**src/rtl/sigbuf_pkg.sv**
```systemverilog
package sigbuf_pkg;
  localparam int DEF_SLOTS     = 32;
  localparam int DEF_SLOT_BITS = 8;
  localparam int DEF_SIG_W     = 4;
  localparam int DEF_DATA_W    = 8;

  typedef enum logic {
    SYNC_HUNT   = 1'b0,
    SYNC_LOCKED = 1'b1
  } sync_state_e;
endpackage

```
**src/rtl/sigbuf_slot_timer.sv**
```systemverilog
module sigbuf_slot_timer
  import sigbuf_pkg::*;
#(
  parameter int SLOTS     = DEF_SLOTS,
  parameter int SLOT_BITS = DEF_SLOT_BITS,
  localparam int IDX_W    = $clog2(SLOTS),
  localparam int BIT_W    = $clog2(SLOT_BITS)
) (
  input  logic             clk,
  input  logic             rst_n,
  input  logic             fsync,
  output logic [BIT_W-1:0] cur_bit,
  output logic [IDX_W-1:0] cur_slot,
  output logic             locked,
  output logic             slot_end
);
  localparam logic [BIT_W-1:0] LAST_BIT  = BIT_W'(SLOT_BITS - 1);
  localparam logic [IDX_W-1:0] LAST_SLOT = IDX_W'(SLOTS - 1);

  logic [BIT_W-1:0] bit_q;
  logic [IDX_W-1:0] slot_q;
  sync_state_e      sync_q;

  // A frame sync pulse overrides the running count in its own cycle.
  always_comb begin
    cur_bit  = fsync ? '0 : bit_q;
    cur_slot = fsync ? '0 : slot_q;
    locked   = (sync_q == SYNC_LOCKED) || fsync;
    slot_end = (cur_bit == LAST_BIT);
  end

  always_ff @(posedge clk) begin
    if (!rst_n) begin
      bit_q  <= '0;
      slot_q <= '0;
      sync_q <= SYNC_HUNT;
    end else begin
      if (fsync) sync_q <= SYNC_LOCKED;
      if (slot_end) begin
        bit_q  <= '0;
        slot_q <= (cur_slot == LAST_SLOT) ? '0 : cur_slot + 1'b1;
      end else begin
        bit_q  <= cur_bit + 1'b1;
        slot_q <= cur_slot;
      end
    end
  end

  // a sync pulse restarts the count at slot 0
  assert_fsync_restart_R5: assert property (@(posedge clk) disable iff (!rst_n)
    fsync |=> (bit_q == BIT_W'(1) && slot_q == '0));

  // the bit counter wraps to zero after the last bit of a slot
  assert_bit_wrap_R2: assert property (@(posedge clk) disable iff (!rst_n)
    (!fsync && bit_q == LAST_BIT) |=> (bit_q == '0));

  // the slot index advances by one at a slot boundary
  assert_slot_step_R2: assert property (@(posedge clk) disable iff (!rst_n)
    (!fsync && bit_q == LAST_BIT && slot_q != LAST_SLOT) |=> (slot_q == $past(slot_q) + 1'b1));
endmodule

```
**src/rtl/sigbuf_nibble_collect.sv**
```systemverilog
module sigbuf_nibble_collect
  import sigbuf_pkg::*;
#(
  parameter int SLOT_BITS = DEF_SLOT_BITS,
  parameter int SIG_W     = DEF_SIG_W,
  localparam int BIT_W    = $clog2(SLOT_BITS)
) (
  input  logic             clk,
  input  logic             rst_n,
  input  logic             sig_in,
  input  logic [BIT_W-1:0] cur_bit,
  output logic [SIG_W-1:0] nibble
);
  localparam logic [BIT_W-1:0] FIELD_START = BIT_W'(SLOT_BITS - SIG_W);

  logic [SIG_W-2:0] sh_q;
  logic             in_field;

  assign in_field = (cur_bit >= FIELD_START);
  // The last bit joins the assembled word combinationally, so the nibble
  // is complete in the cycle that samples the final slot bit.
  assign nibble = {sh_q, sig_in};

  always_ff @(posedge clk) begin
    if (!rst_n) begin
      sh_q <= '0;
    end else if (in_field) begin
      sh_q <= {sh_q[SIG_W-3:0], sig_in};
    end
  end

  // bits before the signaling field leave the shift register alone
  assert_prefix_ignored_R3: assert property (@(posedge clk) disable iff (!rst_n)
    !in_field |=> $stable(sh_q));
endmodule

```
**src/rtl/sigbuf_entry_store.sv**
```systemverilog
module sigbuf_entry_store
  import sigbuf_pkg::*;
#(
  parameter int SLOTS   = DEF_SLOTS,
  parameter int SIG_W   = DEF_SIG_W,
  parameter int DATA_W  = DEF_DATA_W,
  localparam int IDX_W  = $clog2(SLOTS)
) (
  input  logic              clk,
  input  logic              rst_n,
  input  logic              cap_we,
  input  logic [IDX_W-1:0]  cap_idx,
  input  logic [SIG_W-1:0]  cap_nib,
  input  logic              host_we,
  input  logic              host_re,
  input  logic [IDX_W-1:0]  host_idx,
  input  logic [SIG_W-1:0]  host_nib,
  output logic [DATA_W-1:0] rdata
);
  logic [SIG_W-1:0] ent [SLOTS];

  for (genvar e = 0; e < SLOTS; e++) begin : g_entry
    logic hit_cap, hit_host;
    assign hit_cap  = cap_we  && (cap_idx  == IDX_W'(e));
    assign hit_host = host_we && (host_idx == IDX_W'(e));
    // Serial capture has priority over the processor.
    always_ff @(posedge clk) begin
      if (!rst_n)        ent[e] <= '0;
      else if (hit_cap)  ent[e] <= cap_nib;
      else if (hit_host) ent[e] <= host_nib;
    end
  end

  always_ff @(posedge clk) begin
    if (!rst_n)       rdata <= '0;
    else if (host_re) rdata <= {{(DATA_W-SIG_W){1'b0}}, ent[host_idx]};
  end

  // a captured nibble is in its entry after the edge
  assert_capture_lands_R4: assert property (@(posedge clk) disable iff (!rst_n)
    cap_we |=> (ent[$past(cap_idx)] == $past(cap_nib)));

  // a processor write without a collision lands in its entry
  assert_host_write_R6: assert property (@(posedge clk) disable iff (!rst_n)
    (host_we && !(cap_we && cap_idx == host_idx)) |=> (ent[$past(host_idx)] == $past(host_nib)));

  // on a collision the serial nibble is kept
  assert_serial_wins_R8: assert property (@(posedge clk) disable iff (!rst_n)
    (host_we && cap_we && cap_idx == host_idx) |=> (ent[$past(host_idx)] == $past(cap_nib)));

  // read data holds while no read is requested
  assert_rdata_hold_R7: assert property (@(posedge clk) disable iff (!rst_n)
    !host_re |=> $stable(rdata));
endmodule

```
**src/rtl/sig_slot_buffer.sv**
```systemverilog
module sig_slot_buffer
  import sigbuf_pkg::*;
#(
  parameter int SLOTS     = DEF_SLOTS,
  parameter int SLOT_BITS = DEF_SLOT_BITS,
  parameter int SIG_W     = DEF_SIG_W,
  parameter int DATA_W    = DEF_DATA_W,
  localparam int IDX_W    = $clog2(SLOTS),
  localparam int BIT_W    = $clog2(SLOT_BITS)
) (
  input  logic              clk,
  input  logic              rst_n,
  input  logic              fsync,
  input  logic              sig_in,
  input  logic [IDX_W-1:0]  cpu_addr,
  input  logic              cpu_wr,
  input  logic [DATA_W-1:0] cpu_wdata,
  input  logic              cpu_rd,
  output logic [DATA_W-1:0] cpu_rdata
);
  logic [BIT_W-1:0] cur_bit;
  logic [IDX_W-1:0] cur_slot;
  logic             locked;
  logic             slot_end;
  logic [SIG_W-1:0] nibble;
  logic             cap_we;
  logic             unused_wdata_hi;

  assign unused_wdata_hi = ^cpu_wdata[DATA_W-1:SIG_W];

  sigbuf_slot_timer #(.SLOTS(SLOTS), .SLOT_BITS(SLOT_BITS)) u_timer (
    .clk      (clk),
    .rst_n    (rst_n),
    .fsync    (fsync),
    .cur_bit  (cur_bit),
    .cur_slot (cur_slot),
    .locked   (locked),
    .slot_end (slot_end)
  );

  sigbuf_nibble_collect #(.SLOT_BITS(SLOT_BITS), .SIG_W(SIG_W)) u_collect (
    .clk     (clk),
    .rst_n   (rst_n),
    .sig_in  (sig_in),
    .cur_bit (cur_bit),
    .nibble  (nibble)
  );

  assign cap_we = locked && slot_end;

  sigbuf_entry_store #(.SLOTS(SLOTS), .SIG_W(SIG_W), .DATA_W(DATA_W)) u_store (
    .clk      (clk),
    .rst_n    (rst_n),
    .cap_we   (cap_we),
    .cap_idx  (cur_slot),
    .cap_nib  (nibble),
    .host_we  (cpu_wr),
    .host_re  (cpu_rd),
    .host_idx (cpu_addr),
    .host_nib (cpu_wdata[SIG_W-1:0]),
    .rdata    (cpu_rdata)
  );

  // the upper bits of read data are always zero
  assert_rdata_upper_zero_R7: assert property (@(posedge clk) disable iff (!rst_n)
    cpu_rd |=> (cpu_rdata[DATA_W-1:SIG_W] == '0));

  // no capture before the first sync pulse
  assert_no_capture_unlocked_R9: assert property (@(posedge clk) disable iff (!rst_n)
    (!locked) |-> !cap_we);
endmodule

```
**config.mk**
```make
export PLATFORM = sky130hd
export DESIGN_NAME = sig_slot_buffer
export DESIGN_NICKNAME = d
export VERILOG_FILES = /design/src/rtl/sigbuf_pkg.sv /design/src/rtl/sigbuf_slot_timer.sv /design/src/rtl/sigbuf_nibble_collect.sv /design/src/rtl/sigbuf_entry_store.sv /design/src/rtl/sig_slot_buffer.sv
export SDC_FILE = /design/constraint.sdc
export NUM_CORES = 1
export LEC_CHECK = 0
export ABC_AREA = 1
export BUFFER_PORTS_ARGS = -buffer_cell sky130_fd_sc_hd__buf_2
export CORE_ASPECT_RATIO = 1.4
export CORE_MARGIN = 1.5
export CORE_UTILIZATION = 40
export DETAILED_ROUTE_END_ITERATION = 12
export HOLD_SLACK_MARGIN = 0.03
export SLEW_MARGIN = 20
export SYNTH_ARGS = -nofsm -noshare
export SYNTH_HDL_FRONTEND = slang
export SYNTH_SLANG_ARGS = --single-unit
```
**constraint.sdc**
```tcl
create_clock -name clk -period 2.5 [get_ports clk]
set_clock_uncertainty 0.2 [all_clocks]
set_input_delay 0.5 -clock clk [delete_from_list [all_inputs] [get_ports clk]]
set_output_delay 0.5 -clock clk [all_outputs]
set_load 0.01 [all_outputs]
```
Word level (Yosys, flattened, before mapping)
Memory sizes are Yosys's and may differ from the RTL's. A register that Yosys moved wholly into a read port is not among the register bits.
Cells that the tools add are included.
{ "word_totals": {"mem_count": 1, "word_cells": 499, "ram_bits": 128, "reg_bits": 12} }
{ "op_classes": {"reduce_logical": 70, "magnitude_cmp": 1, "eq_ne": 63, "bitwise": 65, "n_addsub": 2, "n_mux": 293} }
{ "memory_table": {"columns": ["name", "depth", "word_bits", "read_ports", "rd_clocked_by_memory_dff", "wr", "line_no", "rtl"], "rows": [
  ["u_store.ent", 32, 4, 1, 1, 32, "sigbuf_entry_store.sv:20", "logic [SIG_W-1:0] ent [SLOTS];"]
]} }
{ "ops": {"columns": ["operator", "count"], "rows": [
  ["4-bit 2-to-1 mux", 64],
  ["1-bit 2-to-1 mux", 225],
  ["5-bit == test (second input constant)", 32],
  ["5-bit by 4-bit == test with 1-bit output (second input constant)", 16],
  ["1-bit logical AND", 65],
  ["1-bit OR", 64],
  ["5-bit by 3-bit == test with 1-bit output (second input constant)", 8],
  ["5-bit by 2-bit == test with 1-bit output (second input constant)", 4],
  ["5-bit 2-to-1 mux", 3],
  ["5-bit by 1-bit == test with 1-bit output (second input constant)", 2],
  ["5-bit zero test", 2],
  ["5-bit by 1-bit adder with 5-bit output (second input constant)", 1],
  ["3-bit by 1-bit adder with 3-bit output (second input constant)", 1],
  ["3-bit == test (second input constant)", 1],
  ["3-bit >= comparator (second input constant)", 1],
  ["3-bit 2-to-1 mux", 1],
  ["2-bit OR reduction", 1],
  ["1-bit zero test", 1],
  ["1-bit logical OR", 1],
  ["1-bit NOT", 1]
]} }

Logic depth before layout (Yosys ltp)
Gate-level depths: netlist of the first run.
{ "logic_depth": {"ltp_word": 9, "mapped_depth": 12} }

Hierarchy
Synthesis of the first run repeated with hierarchy kept, for this count alone.
{ "unflattened": {"hier_cells": 977, "area_unflattened_um2": 7996.4} }
{ "by_module_without_submodules": {"columns": ["mod", "instances", "area_per_inst_um2", "seq_area_each_um2", "cells_per_inst"], "rows": [
  ["sigbuf_entry_store", 1, 7423.4, 3923.8, 896],
  ["sigbuf_slot_timer", 1, 441.7, 180.2, 60],
  ["sigbuf_nibble_collect", 1, 123.9, 60.1, 19],
  ["sig_slot_buffer", 1, 7.5, 0.0, 2]
]} }

Worst setup path after synthesis of the first run
OpenSTA, ideal clock, no wires.
{ "synth_path": {"path_type": "input to register", "from": "in fsync", "to": "mem u_store.ent[19][0] in the netlist's numbering, enable pin", "stages": 12, "arrival_ns": 1.906, "path_buffers": 1, "slack_ns": 0.106, "setup_time_ns": 0.288, "required_time_ns": 2.012, "cell_sequence": "inv_4 > nand2_1 > inv_1 > ha_1 > o21ai_2 > inv_2 > nand2_2 > buf_4 > nor2_1 > inv_1 > nand2_1 > nand3_1"} }
{ "synth_lines": {"columns": ["element", "line_no", "rtl"], "rows": [
  ["start: declaration", "sig_slot_buffer.sv:13", "input logic fsync,"],
  ["end: declaration", "sigbuf_entry_store.sv:20", null]
]} }

==> results of run 1 <==
## power breakdown
group          internal (mW)  switching [mW]  total [mW]  leakage [nW]
combinational          0.161           0.398       0.559          2.10
clock                   1.47            1.00        2.47         0.269
sequential              2.74          0.0353        2.77          1.35
## stage by stage
stage	area [sq um]	setup TNS [ns]	setup WS [ns]	total power, mW
4_1_cts	9380	0	0.191	5.81
6_report	9380	0	0.161	5.80
3_5_place_dp	8810	-6.44	-0.124	3.37
3_3_place_gp	8810	-3.06	-0.0620	3.36
2_1_floorplan	7930	0	0.106	3.16
5_1_grt	9380	0	0.0129	5.97
## how the worst min path moves through the flow
stage | startpoint | slack [ns] | cells after the start | end
after global routing | cpu_rd | 0.14 | 2 | u_store.rdata[3]
after detailed placement | u_timer.bit_q[0] | 0.29 | 3 | u_timer.bit_q[0]
after CTS | cpu_rd | 0.12 | 2 | u_store.rdata[1]
final | cpu_rd | 0.13 | 2 | u_store.rdata[1]
after floorplan | u_timer.bit_q[0] | 0.25 | 3 | u_timer.bit_q[0]
after global placement | u_timer.bit_q[0] | 0.27 | 3 | u_timer.bit_q[0]
## registers in the layout (all words and copies together), names as in the netlist
name / cells
u_timer.sync_q: 1
u_timer.slot_q: 5
u_store.rdata: 4
u_collect.sh_q: 3
u_timer.bit_q: 3
u_store.ent: 128
## kinds of logic after synthesis
logic type	after synthesis	synth area share
flops	144	0.526
simple gates	516	0.276
fa+ha+maj	5	0.00790
compound gates	169	0.129
buf+inv	110	0.0607
other cells	1	0.000474
## placed cells by master (no fill, tap or decap), types with 5 or more instances in the layout
cell,instances
dfxtp_1,16
nor3_1,7
o21ai_0,14
nand2_4,5
buf_12,7
edfxtp_1,128
inv_1,33
nand3_1,44
nor4_1,5
o22ai_1,127
nand2_1,347
buf_2,18
nand4_1,12
clkbuf_16,17
ha_1,5
a21oi_1,21
inv_2,14
nor2_1,75
buf_4,84
nor2_2,8
## Yosys cell counts
cell,n
a21oi_2,3
o21ai_2,1
nor3_1,7
o21ai_0,14
clkbuf_1,34
buf_2,14
buf_6,1
inv_1,33
a21oi_1,21
nand3_1,44
dfxtp_1,16
nor2_1,75
conb_1,1
nand4_1,12
inv_2,14
ha_1,5
o21ai_1,2
nor4_1,5
nand4_2,3
buf_4,10
edfxtp_1,128
a211oi_1,1
buf_1,2
nor2_2,8
nand2_1,347
nand2_2,4
nor4_2,1
inv_4,2
o22ai_1,127
nand2_4,5
nand3_2,1
nor2_4,4
## per-layer routing
metal	vias to the layer above	share of wire	global-route usage	wire, microns
li1	3425	-	-	-
met1	3412	0.37	0.275	9110
met2	349	0.52	0.449	13000
met3	86	0.066	0.0444	1630
met4	0	0.047	0.142	1180
met5	-	0	0	0
## critical path, stage by stage (launching register included)
cell and delay (ns):
dfxtp_1 0.31, inv_1 0.03, nor2_1 0.12, ha_1 0.17
ha_1 0.18, o21ai_2 0.08, inv_2 0.10, nand2_2 0.15
inv_2 0.27, nand2_1 0.13, nand2_1 0.11, nand3_1 0.19
## final cells by class
class	instances	area, sq um	area share
clock buffers	19	433	0.0462
clock inverters	13	139	0.0148
inverters	49	189	0.0201
multi-input cells	694	3280	0.350
flip-flops and latches	144	4160	0.444
well taps	248	310	0.0331
repair buffers	109	861	0.0918
==> out/results.tsv, run 1 <==
metric	value	unit
grt-ovfl-total	0	
hpwl	16.7	mm
gp_congestion	0.892	
nNetsFinal	1039	
htree_levels	4	
r2r_end	u_store.ent[26][2]	
synth.distinct_cells	32	
endpoint_kind	register	
hold_viol	0	
clock_latency	0.43	ns
dp_cells	1244	
start_util	0.410	
vias	7272	
drive_gt1_frac	0.178	
synthTopCellsByArea	edfxtp_1 (49%), nand2_1 (16%), o22ai_1 (10%)	
reg2reg_slack	0.16	ns
seq_area_frac_synth	0.526	
ant_nets	0	
syn_to_final_growth	18.5	%
die_area	20700	sq um
cts_resized	0	
routed_via_density	5.70	
clockBufferDepth	2	
cap_violations	0	
startpoint	u_timer.bit_q[0]	
p_leak	3.72	nW
critPathMaxFanout	13	
worstPathRequired	2.42	ns
setup.worst_path.end	u_store.ent[26][2]	
finalSetupViolCount	0	
fin_crit	2.34	ns
fmax	428	MHz
cts_tree	yes	
root_buffer	clkbuf_16	
ir_drop	0.000400	V
utilization	0.486	
drc	0	
grt_pass1_wl	38.0	mm
clk_pin_slew	0.06	ns
drtPass1Iterations	5	
first_iter_violations	693	
synth.avg_cell_area	8.38	sq um
syn_inst	945	
power_density	619	nW/um^2
synth_warnings	0	
postCtsHoldBufs	0	
grt_max_degree	36	
yosysTopAreaCellShare	0.486	
grt_util_all_layers	0.250	
hold_class	primary input to register	
reg2reg_from	u_timer.bit_q[0]	
drt-total-wl	24.9	mm
critPathArrivalTime	2.26	ns
status	completed	
grt_antenna_before_repair	0	
startpoint_type	register	
cts_inserted_buffers	17	
slew_headroom	0.597	
rsz0062_at_grt	no	
post_drt_wl_per_cell	19.5	microns
hold_slack	0.129	ns
io_pins	27	
synthesis.area	7920	sq um
die_w	122	microns
drv_slew	0	
reg2regPathDepth	11	
worst_slew_pin_slew	0.598	ns
num-fill-cells	1867	
core-area	19300	sq um
synth_area_leader_cell	edfxtp_1	
grt_pass1_vias	7217	
ys_ff_latch	144	
clock_sinks	144	
postCtsSetupRepairBufs	0	
crit_type	register to register	
die_h	169	microns
rows	60	
instances_no_fill	1276	
diodes	0	
port_buffers	18	
min_period_over_period	0.935	
No activity file was read; power rests on OpenSTA's default activity.
==> inputs of run 2 (changes only) <==
CTS_BUF_LIST = sky130_fd_sc_hd__clkbuf_2 sky130_fd_sc_hd__clkbuf_4 sky130_fd_sc_hd__clkbuf_8   (was not set)
PLACE_DENSITY = 0.55   (was not set)
==> out/results.tsv, run 2 (synthesized netlist as in run 1, its figures left out) <==
metric	value	unit
status	completed	
power.total	5.54	mW
core-area	19300	sq um
largest_reg_flops	128	
rsz0062_at_grt	no	
cts_tree	yes	
startpoint	u_timer.bit_q[0]	
r2r_end	u_store.ent[4][1]	
vias	7133	
hold_class	primary input to register	
drv_slew	0	
clk_pin_slew	0.09	ns
p_leak	3.76	nW
rows	60	
instances_no_fill	1289	
worst_slew_pin_slew	0.641	ns
gp_congestion	0.867	
fin_crit	2.37	ns
clockBufferDepth	2	
drtPass1Iterations	6	
start_util	0.410	
syn_to_final_growth	18.6	%
dp_cells	1257	
ant_nets	0	
nNetsFinal	1052	
layout_common_cells	nand2_1 (347), edfxtp_1 (128), o22ai_1 (127)	
slew_headroom	0.568	
setup_tns	0	ns
port_buffers	18	
drive_gt1_frac	0.194	
worstPathRequired	2.50	ns
grt_util_all_layers	0.256	
critPathArrivalTime	2.37	ns
min_period_over_period	0.948	
reg2regPathDepth	13	
routed_via_density	5.53	
ir_drop	0.000275	V
reg2reg_from	u_timer.bit_q[0]	
io_pins	27	
drc	0	
htree_levels	4	
grt_pass1_wl	38.6	mm
hpwl	17.0	mm
diodes	0	
cts_resized	0	
grt-ovfl-total	0	
cts_inserted_buffers	17	
endpoint_kind	register	
top_register	u_store.ent	
grt_max_degree	39	
grt_pass1_vias	7083	
clock_latency	0.46	ns
postCtsHoldBufs	0	
setup.worst_path.end	u_store.ent[4][1]	
startpoint_type	register	
reg2reg_slack	0.13	ns
critPathMaxFanout	7	
hold_viol	0	
clock_sinks	144	
die_h	169	microns
postCtsSetupRepairBufs	0	
post_drt_wl_per_cell	19.6	microns
largestRegisters	u_store.ent (128), u_timer.slot_q (5), u_store.rdata (4)	
power_density	590	nW/um^2
final_common_cell	nand2_1	
hold_slack	0.0916	ns
drt-total-wl	25.2	mm
crit_type	register to register	
num-fill-cells	1867	
grt_antenna_before_repair	0	
cap_violations	0	
first_iter_violations	675	
die_area	20700	sq um
finalSetupViolCount	0	
fmax	422	MHz
root_buffer	clkbuf_8	
die_w	122	microns
run 2: changes by cell type in the layout (fill, tap and decap cells not counted), sizes merged:
cell	before	now
clkinv	6	4
clkbuf	19	18
inv	51	54
clkinvlp	3	0
buf	109	122
bufinv	2	5
run 2: per-stage QoR:
stage	setup WS (ns)	instance area [sq um]	utilization
2_1_floorplan	0.106	7930	-
3_3_place_gp	-0.111	8900	0.461
3_5_place_dp	-0.196	8900	0.461
4_1_cts	0.145	9380	0.486
5_1_grt	0.00127	9380	0.486
6_report	0.130	9380	0.486
run 2: cell type report:
class / instances / area [sq um] / share of cell area
Clock buffer: 18 / 248 / 0.0264
Clock inverter: 14 / 225 / 0.0240
Inverter: 49 / 191 / 0.0204
Multi-Input combinational cell: 694 / 3290 / 0.350
Sequential cell: 144 / 4160 / 0.444
Tap cell: 248 / 310 / 0.0331
Timing Repair Buffer: 122 / 958 / 0.102
run 2: critical path: stages (launching register included):
cell and delay, ns:
dfxtp_1 0.31, inv_1 0.03, nor2_1 0.13, ha_1 0.19
ha_1 0.19, o21ai_2 0.08, inv_2 0.09, nand2_4 0.09
buf_4 0.15, nor2_1 0.23, nor2_1 0.10, nand4_1 0.11
buf_4 0.13, o22ai_1 0.07
run 2: report_power, final:
part	internal [mW]	switching, mW
clock network	1.23	0.977
logic	0.165	0.396
registers	2.73	0.0352
run 2: layer usage:
layer | global-route usage | routed length, microns | vias up
li1 | - | - | 3456
met1 | 0.293 | 9570 | 3344
met2 | 0.463 | 13200 | 283
met3 | 0.0457 | 1640 | 50
met4 | 0.106 | 845 | 0
met5 | 0 | 0 | -
run 2: worst min path at each step:
stage                             endpoint        startpoint  cells past startpoint  slack, ns
after global routing      u_store.rdata[2]            cpu_rd                      2       0.09
after floorplan           u_timer.bit_q[0]  u_timer.bit_q[0]                      3       0.25
final                     u_store.rdata[3]            cpu_rd                      2       0.09
after detailed placement  u_timer.bit_q[0]  u_timer.bit_q[0]                      3       0.29
after CTS                 u_store.rdata[3]            cpu_rd                      2       0.07
after global placement    u_timer.bit_q[0]  u_timer.bit_q[0]                      3       0.28
